[src/rtl/qos_arb_pkg.sv]
package qos_arb_pkg;

    localparam int PRIO_W = 4;

    typedef logic [PRIO_W-1:0] prio_t;

    typedef enum logic [1:0] {
        URG_FROM_PRIO = 2'd0,
        URG_FROM_CFG  = 2'd1,
        URG_FROM_PIN  = 2'd2,
        URG_FORCE_OFF = 2'd3
    } urg_src_e;

    typedef struct packed {
        urg_src_e src;
        logic     cfg_bit;
        logic     ext_pin;
    } urg_cfg_t;

    function automatic int idx_width(input int n);
        return (n > 1) ? $clog2(n) : 1;
    endfunction

endpackage

[src/rtl/qos_eff_sel.sv]
module qos_eff_sel
    import qos_arb_pkg::*;
#(
    parameter int NPORT = 4
) (
    input  logic [PRIO_W*NPORT-1:0] dyn_prio_i,
    input  logic [PRIO_W*NPORT-1:0] fix_prio_i,
    input  logic                    static_en_i,
    output prio_t                   eff_o [NPORT]
);

    for (genvar g = 0; g < NPORT; g++) begin : g_port
        always_comb begin
            if (static_en_i)
                eff_o[g] = fix_prio_i[g*PRIO_W +: PRIO_W];
            else
                eff_o[g] = dyn_prio_i[g*PRIO_W +: PRIO_W];
        end
    end

endmodule

[src/rtl/qos_lrg_core.sv]
module qos_lrg_core
    import qos_arb_pkg::*;
#(
    parameter  int NPORT = 4,
    localparam int IDX_W = idx_width(NPORT)
) (
    input  logic             clk,
    input  logic             rst,
    input  logic [NPORT-1:0] req_i,
    input  prio_t            eff_i [NPORT],
    input  logic             ready_i,
    output logic [NPORT-1:0] gnt_o,
    output logic             valid_o,
    output logic [IDX_W-1:0] port_o
);

    // history: slot 0 = least recently granted
    logic [IDX_W-1:0] hist_q [NPORT];
    logic [IDX_W-1:0] hist_d [NPORT];
    logic             busy_q;
    logic [IDX_W-1:0] held_q;

    prio_t            top_prio;
    logic [IDX_W-1:0] win_idx;
    logic [IDX_W-1:0] sel_idx;
    int unsigned      sel_slot;
    logic             accept;

    // level 1: largest effective priority among requesters
    always_comb begin
        top_prio = '0;
        for (int i = 0; i < NPORT; i++)
            if (req_i[i] && eff_i[i] > top_prio)
                top_prio = eff_i[i];
    end

    // level 2: first entry of the history that requests at that priority
    always_comb begin
        logic found;
        found   = 1'b0;
        win_idx = '0;
        for (int s = 0; s < NPORT; s++) begin
            if (!found && req_i[hist_q[s]] && eff_i[hist_q[s]] == top_prio) begin
                found   = 1'b1;
                win_idx = hist_q[s];
            end
        end
    end

    assign sel_idx = busy_q ? held_q : win_idx;
    assign valid_o = busy_q | (|req_i);
    assign port_o  = sel_idx;
    assign accept  = valid_o & ready_i;

    always_comb begin
        gnt_o          = '0;
        gnt_o[sel_idx] = valid_o;
    end

    // move the served port to the most-recent end
    always_comb begin
        sel_slot = 0;
        for (int s = 0; s < NPORT; s++)
            if (hist_q[s] == sel_idx)
                sel_slot = s;
        for (int s = 0; s < NPORT - 1; s++)
            hist_d[s] = (s < sel_slot) ? hist_q[s] : hist_q[s+1];
        hist_d[NPORT-1] = sel_idx;
    end

    always_ff @(posedge clk) begin
        if (rst) begin
            busy_q <= 1'b0;
            held_q <= '0;
            for (int s = 0; s < NPORT; s++)
                hist_q[s] <= IDX_W'(s);
        end else begin
            if (accept) begin
                busy_q <= 1'b0;
                for (int s = 0; s < NPORT; s++)
                    hist_q[s] <= hist_d[s];
            end else if (valid_o && !busy_q) begin
                busy_q <= 1'b1;
                held_q <= win_idx;
            end
        end
    end


    gnt_onehot_chk: assert property (@(posedge clk) disable iff (rst)
        $onehot0(gnt_o));


    gnt_valid_chk: assert property (@(posedge clk) disable iff (rst)
        valid_o == (|gnt_o));


    gnt_to_req_chk: assert property (@(posedge clk) disable iff (rst)
        (valid_o && !busy_q) |-> ((gnt_o & req_i) != '0));


    hold_stall_chk: assert property (@(posedge clk) disable iff (rst)
        (valid_o && !ready_i) |=> (valid_o && $stable(port_o) && $stable(gnt_o)));

endmodule

[src/rtl/qos_urg_mux.sv]
module qos_urg_mux
    import qos_arb_pkg::*;
(
    input  urg_cfg_t cfg_i,
    input  logic     prio_msb_i,
    output logic     urgent_o
);

    always_comb begin
        unique case (cfg_i.src)
            URG_FROM_PRIO: urgent_o = prio_msb_i;
            URG_FROM_CFG:  urgent_o = cfg_i.cfg_bit;
            URG_FROM_PIN:  urgent_o = cfg_i.ext_pin;
            default:       urgent_o = 1'b0;
        endcase
    end

endmodule

[src/rtl/qos_chan.sv]
module qos_chan
    import qos_arb_pkg::*;
#(
    parameter  int NPORT = 4,
    localparam int IDX_W = idx_width(NPORT)
) (
    input  logic                    clk,
    input  logic                    rst,
    input  logic [NPORT-1:0]        req_i,
    input  logic [PRIO_W*NPORT-1:0] qos_i,
    input  logic                    static_en_i,
    input  logic [PRIO_W*NPORT-1:0] static_prio_i,
    input  logic                    ready_i,
    input  urg_cfg_t                urg_i,
    output logic [NPORT-1:0]        gnt_o,
    output logic                    valid_o,
    output logic [IDX_W-1:0]        port_o,
    output logic                    urgent_o
);

    prio_t eff [NPORT];
    logic  gnt_msb;

    qos_eff_sel #(.NPORT(NPORT)) u_eff (
        .dyn_prio_i  (qos_i),
        .fix_prio_i  (static_prio_i),
        .static_en_i (static_en_i),
        .eff_o       (eff)
    );

    qos_lrg_core #(.NPORT(NPORT)) u_core (
        .clk     (clk),
        .rst     (rst),
        .req_i   (req_i),
        .eff_i   (eff),
        .ready_i (ready_i),
        .gnt_o   (gnt_o),
        .valid_o (valid_o),
        .port_o  (port_o)
    );

    assign gnt_msb = valid_o & eff[port_o][PRIO_W-1];

    qos_urg_mux u_urg (
        .cfg_i      (urg_i),
        .prio_msb_i (gnt_msb),
        .urgent_o   (urgent_o)
    );

endmodule

[src/rtl/qos_lrg_arbiter.sv]
module qos_lrg_arbiter
    import qos_arb_pkg::*;
#(
    parameter  int NPORT = 4,
    localparam int IDX_W = idx_width(NPORT),
    localparam int PV_W  = PRIO_W * NPORT
) (
    input  logic             clk,
    input  logic             rst,
    input  logic [NPORT-1:0] rd_req,
    input  logic [PV_W-1:0]  rd_qos,
    input  logic             rd_static_en,
    input  logic [PV_W-1:0]  rd_static_prio,
    input  logic             rd_ready,
    output logic [NPORT-1:0] rd_gnt,
    output logic             rd_valid,
    output logic [IDX_W-1:0] rd_port,
    output logic             rd_urgent,
    input  logic [NPORT-1:0] wr_req,
    input  logic [PV_W-1:0]  wr_qos,
    input  logic             wr_static_en,
    input  logic [PV_W-1:0]  wr_static_prio,
    input  logic             wr_ready,
    output logic [NPORT-1:0] wr_gnt,
    output logic             wr_valid,
    output logic [IDX_W-1:0] wr_port,
    output logic             wr_urgent,
    input  logic [1:0]       urg_src,
    input  logic             urg_cfg,
    input  logic             urg_pin
);

    urg_cfg_t urg;

    assign urg.src     = urg_src_e'(urg_src);
    assign urg.cfg_bit = urg_cfg;
    assign urg.ext_pin = urg_pin;

    qos_chan #(.NPORT(NPORT)) u_rd (
        .clk           (clk),
        .rst           (rst),
        .req_i         (rd_req),
        .qos_i         (rd_qos),
        .static_en_i   (rd_static_en),
        .static_prio_i (rd_static_prio),
        .ready_i       (rd_ready),
        .urg_i         (urg),
        .gnt_o         (rd_gnt),
        .valid_o       (rd_valid),
        .port_o        (rd_port),
        .urgent_o      (rd_urgent)
    );

    qos_chan #(.NPORT(NPORT)) u_wr (
        .clk           (clk),
        .rst           (rst),
        .req_i         (wr_req),
        .qos_i         (wr_qos),
        .static_en_i   (wr_static_en),
        .static_prio_i (wr_static_prio),
        .ready_i       (wr_ready),
        .urg_i         (urg),
        .gnt_o         (wr_gnt),
        .valid_o       (wr_valid),
        .port_o        (wr_port),
        .urgent_o      (wr_urgent)
    );


    urg_shared_chk: assert property (@(posedge clk) disable iff (rst)
        (urg_src != 2'd0) |-> (rd_urgent == wr_urgent));


    urg_idle_chk: assert property (@(posedge clk) disable iff (rst)
        (urg_src == 2'd0 && !rd_valid) |-> !rd_urgent);

endmodule

[config.mk]
export PLATFORM = sky130hd
export DESIGN_NAME = qos_lrg_arbiter
export DESIGN_NICKNAME = d
export VERILOG_FILES = /design/src/rtl/qos_arb_pkg.sv /design/src/rtl/qos_eff_sel.sv /design/src/rtl/qos_lrg_core.sv /design/src/rtl/qos_urg_mux.sv /design/src/rtl/qos_chan.sv /design/src/rtl/qos_lrg_arbiter.sv
export SDC_FILE = /design/constraint.sdc
export NUM_CORES = 1
export LEC_CHECK = 0
export BUFFER_PORTS_ARGS = -buffer_cell sky130_fd_sc_hd__buf_2
export CAP_MARGIN = 20
export CORE_MARGIN = 4
export CORE_UTILIZATION = 59
export CTS_CLUSTER_SIZE = 10
export DETAILED_ROUTE_END_ITERATION = 10
export PLACE_DENSITY = 0.87
export SYNTH_ARGS = -nofsm -noshare
export SYNTH_HDL_FRONTEND = slang
export SYNTH_HIERARCHICAL = 1
export SYNTH_SLANG_ARGS = --single-unit
[constraint.sdc]
create_clock -name clk -period 8.39 [get_ports clk]
set_input_delay 0 -clock clk [delete_from_list [all_inputs] [get_ports clk]]
set_output_delay 0 -clock clk [all_outputs]
set_load 0.01 [all_outputs]
==> impl_metrics.ini <==
[status]
outcome = complete, no violations

[yosys]
synthCells = 535
synthAdderAreaFrac = 0.05540
synth_edf_count = 16
syn-num-nets = 641
synth_area_um2 = 5420
yosysWarnings = 6
synthSimpleGateAreaFrac = 0.2126
synth_cell_types = 105
synth-seq-cells = 22
seq_area_frac_synth = 0.1108
avgSynthCellArea_um2 = 10.13
yosys_most_used_dff = edfxtp_1
synth_compound_area_frac = 0.2205
yosys.area_share.xor_xnor = 0.04524
synthArstFlopShare = 0
synth_mux_area_frac = 0.2745
synth_top_family_by_area = multiplexers

[cells_and_area]
final_common_cell = buf_2
design_area_um2 = 5722
fin_util = 0.6466
drive_gt1_frac = 0.3883
final_nets = 708
fillers = 691
syn2layout_area_growth_pct = 5.563
diodes = 0
layout_common_cells = buf_2 (97), nand2_1 (37), nor2_1 (33)

[worst_setup_path]
cp_common_cell = and2_1
endpoint_kind = output port
worst-setup-path-type = in -> out
start_kind = input pin
worst_ep_arrival_time_ns = 7.47
critPathSlowestCell = or2_1
max_stage_delay_ns = 0.45
worstPathRequired_ns = 8.39
cp_max_fo = 16

[drt]
vias = 4861
drc = 0
wl_per_cell_um = 19.83
drt_iter0_markers = 302
antenna_left = 0
dr.pass1.iters = 5
totalWireLength_um = 14040
drt-vias-per-instance = 6.866

[power]
ir_drop_mv = 0.1104
p_leak_nw = 2.344
p_per_area_nw_per_um2 = 168.8
total_power_uw = 965.8

[clock_tree]
cts_tree = built
root_buffer = clkbuf_8
htree_levels = 1
cts_hold_buf = 0
ctsResizeCount = 0
clkTransAtPathRegs_ns = 0.07
postCtsSetupBuffers = 0
cts_buffers = 3
ctsLongestPathBuffers = 2
cts.sinks = 22
clkLatencyLatePin_ns = 0.26

[place]
portBuffers = 97
place.gp.congestion = 0.9386
dpl.hpwl_um = 11210
placed_area_um2 = 5680

[timing]
min_period_ns = 7.471
whs_ns = 0.1030
setup_viol = 0
fmax_ghz = 0.1339
fin_crit_sh = 0.8904
hold_viol = 0
rsz0062_at_grt = no
final.setup.tns_ns = 0
worst_pin_slew_ns = 0.6283
finClkSkew_ns = 0.001781
slew_violations = 0
relSlewSlack = 0.5811

[grt]
antenna_found_initial = 0
grt_pass1_wl_um = 22820
grt_pass1_vias = 4686
gr-total-overflow = 0
grt_start_max_net_pins = 21
grt_use_total = 0.2511

[die]
io_pins = 98
rows = 34
dieArea_um2 = 10780
die_h_um = 103.8
fp.coreArea_um2 = 8848
die_w_um = 103.8
initial_core_util = 0.6126

[worst_hold_path]
hold_class = in -> reg

[job]
cap_violations = 0
## stage by stage
step | worst slack (ns) | std cells
CTS | 0.9703 | 708
global placement | 1.169 | 705
detailed placement | 0.9921 | 705
global route | 0.5132 | 708
finish | 0.9191 | 708
floorplan | 2.071 | 535
## routing by layer
layer	track usage	vias to the layer above	share of wire
met2	0.4327	261	0.50
met4	0.06743	0	0.017
met5	0	-	0
met3	0.03731	29	0.080
li1	-	2240	-
met1	0.3295	2331	0.40
## path summary, 6_finish.rpt
check                                          from                                     end  slack, ns  cells past startpoint
max                                    rd_static_en                               rd_urgent       0.92                     31
min                                        rd_ready      u_rd/u_core/held_q[0]$_SDFFE_PP0P_       0.10                      4
max reg2reg  u_wr/u_core/hist_q[3][0]$_SDFFCE_PN1P_  u_wr/u_core/hist_q[0][0]$_SDFFCE_PN0P_       4.64                      9
min reg2reg      u_rd/u_core/held_q[1]$_SDFFE_PP0P_      u_rd/u_core/held_q[1]$_SDFFE_PP0P_       0.55                      2
## synthesized netlist by cell type (3+ instances only)
library cell	count	area, um^2
o211ai_1	3	22.52
xnor2_1	19	166.4
a21o_1	7	52.55
a211oi_2	3	37.54
ha_1	24	300.3
nand3b_1	4	30.03
inv_1	20	75.07
a211oi_1	9	67.56
a311oi_2	3	45.04
nand4_2	3	37.54
nor2_1	33	123.9
or3_1	10	62.56
xor2_1	9	78.83
edfxtp_1	16	480.5
mux4_1	7	183.9
mux4_2	29	653.1
o21a_1	10	75.07
a31oi_1	4	25.02
a31oi_4	3	63.81
dfxtp_1	6	120.1
a21oi_2	3	26.28
o211ai_4	3	63.81
nand2_1	37	138.9
o22ai_1	4	25.02
o2111ai_1	6	52.55
o21ai_2	3	26.28
nor4_1	6	37.54
o31a_1	5	43.79
nand4_1	7	43.79
and2_1	19	118.9
mux2i_1	10	100.1
nor3_1	21	105.1
mux2_2	18	202.7
a21oi_1	10	50.05
clkbuf_8	8	110.1
nand2b_1	7	43.79
o21ai_0	13	65.06
mux2_4	20	300.3
o21ai_1	3	15.01
clkbuf_1	6	22.52
buf_12	3	60.06
buf_4	6	45.04
a32oi_1	4	35.03
buf_6	6	67.56
nor2b_1	6	37.54
## registers in the layout, summed over array words and instances, names as in the netlist
signal              cells
u_wr/u_core/held_q      2
u_rd/u_core/hist_q      8
u_rd/u_core/busy_q      1
u_rd/u_core/held_q      2
u_wr/u_core/hist_q      8
u_wr/u_core/busy_q      1
## worst max-delay path: cells and delay by family
kind / cells / cell delay, ns
and+or+nand+nor: 12 / 2.72
muxes: 3 / 0.87
buffers and inverters: 3 / 0.67
adders and majority gates: 3 / 0.91
AOI/OAI and AO/OA: 10 / 2.29
## report_power, final
part | switching [mW] | internal [mW]
logic | 0.379 | 0.335
clock network | 0.0329 | 0.0320
registers | 0.0511 | 0.136
## cells by family (layout without fill, tap and decap cells)
kind of cell,Yosys count,count (layout)
AOI/OAI and AO/OA,129,129
xor gates and xnor gates,28,28
adders and majority gates,24,24
buffers and inverters,56,121
DFF,22,22
muxes,86,86
and+or+nand+nor,190,190
## cell type report
cell class	count	area (um^2)	area share
clock buffer	3	41.29	0.007216
inverter	21	78.83	0.01378
timing repair buffer	97	485.5	0.08485
multi-input combinational	457	4380	0.7656
tap	108	135.1	0.02362
sequential	22	600.6	0.1050
(Power assumes the default switching activity.)
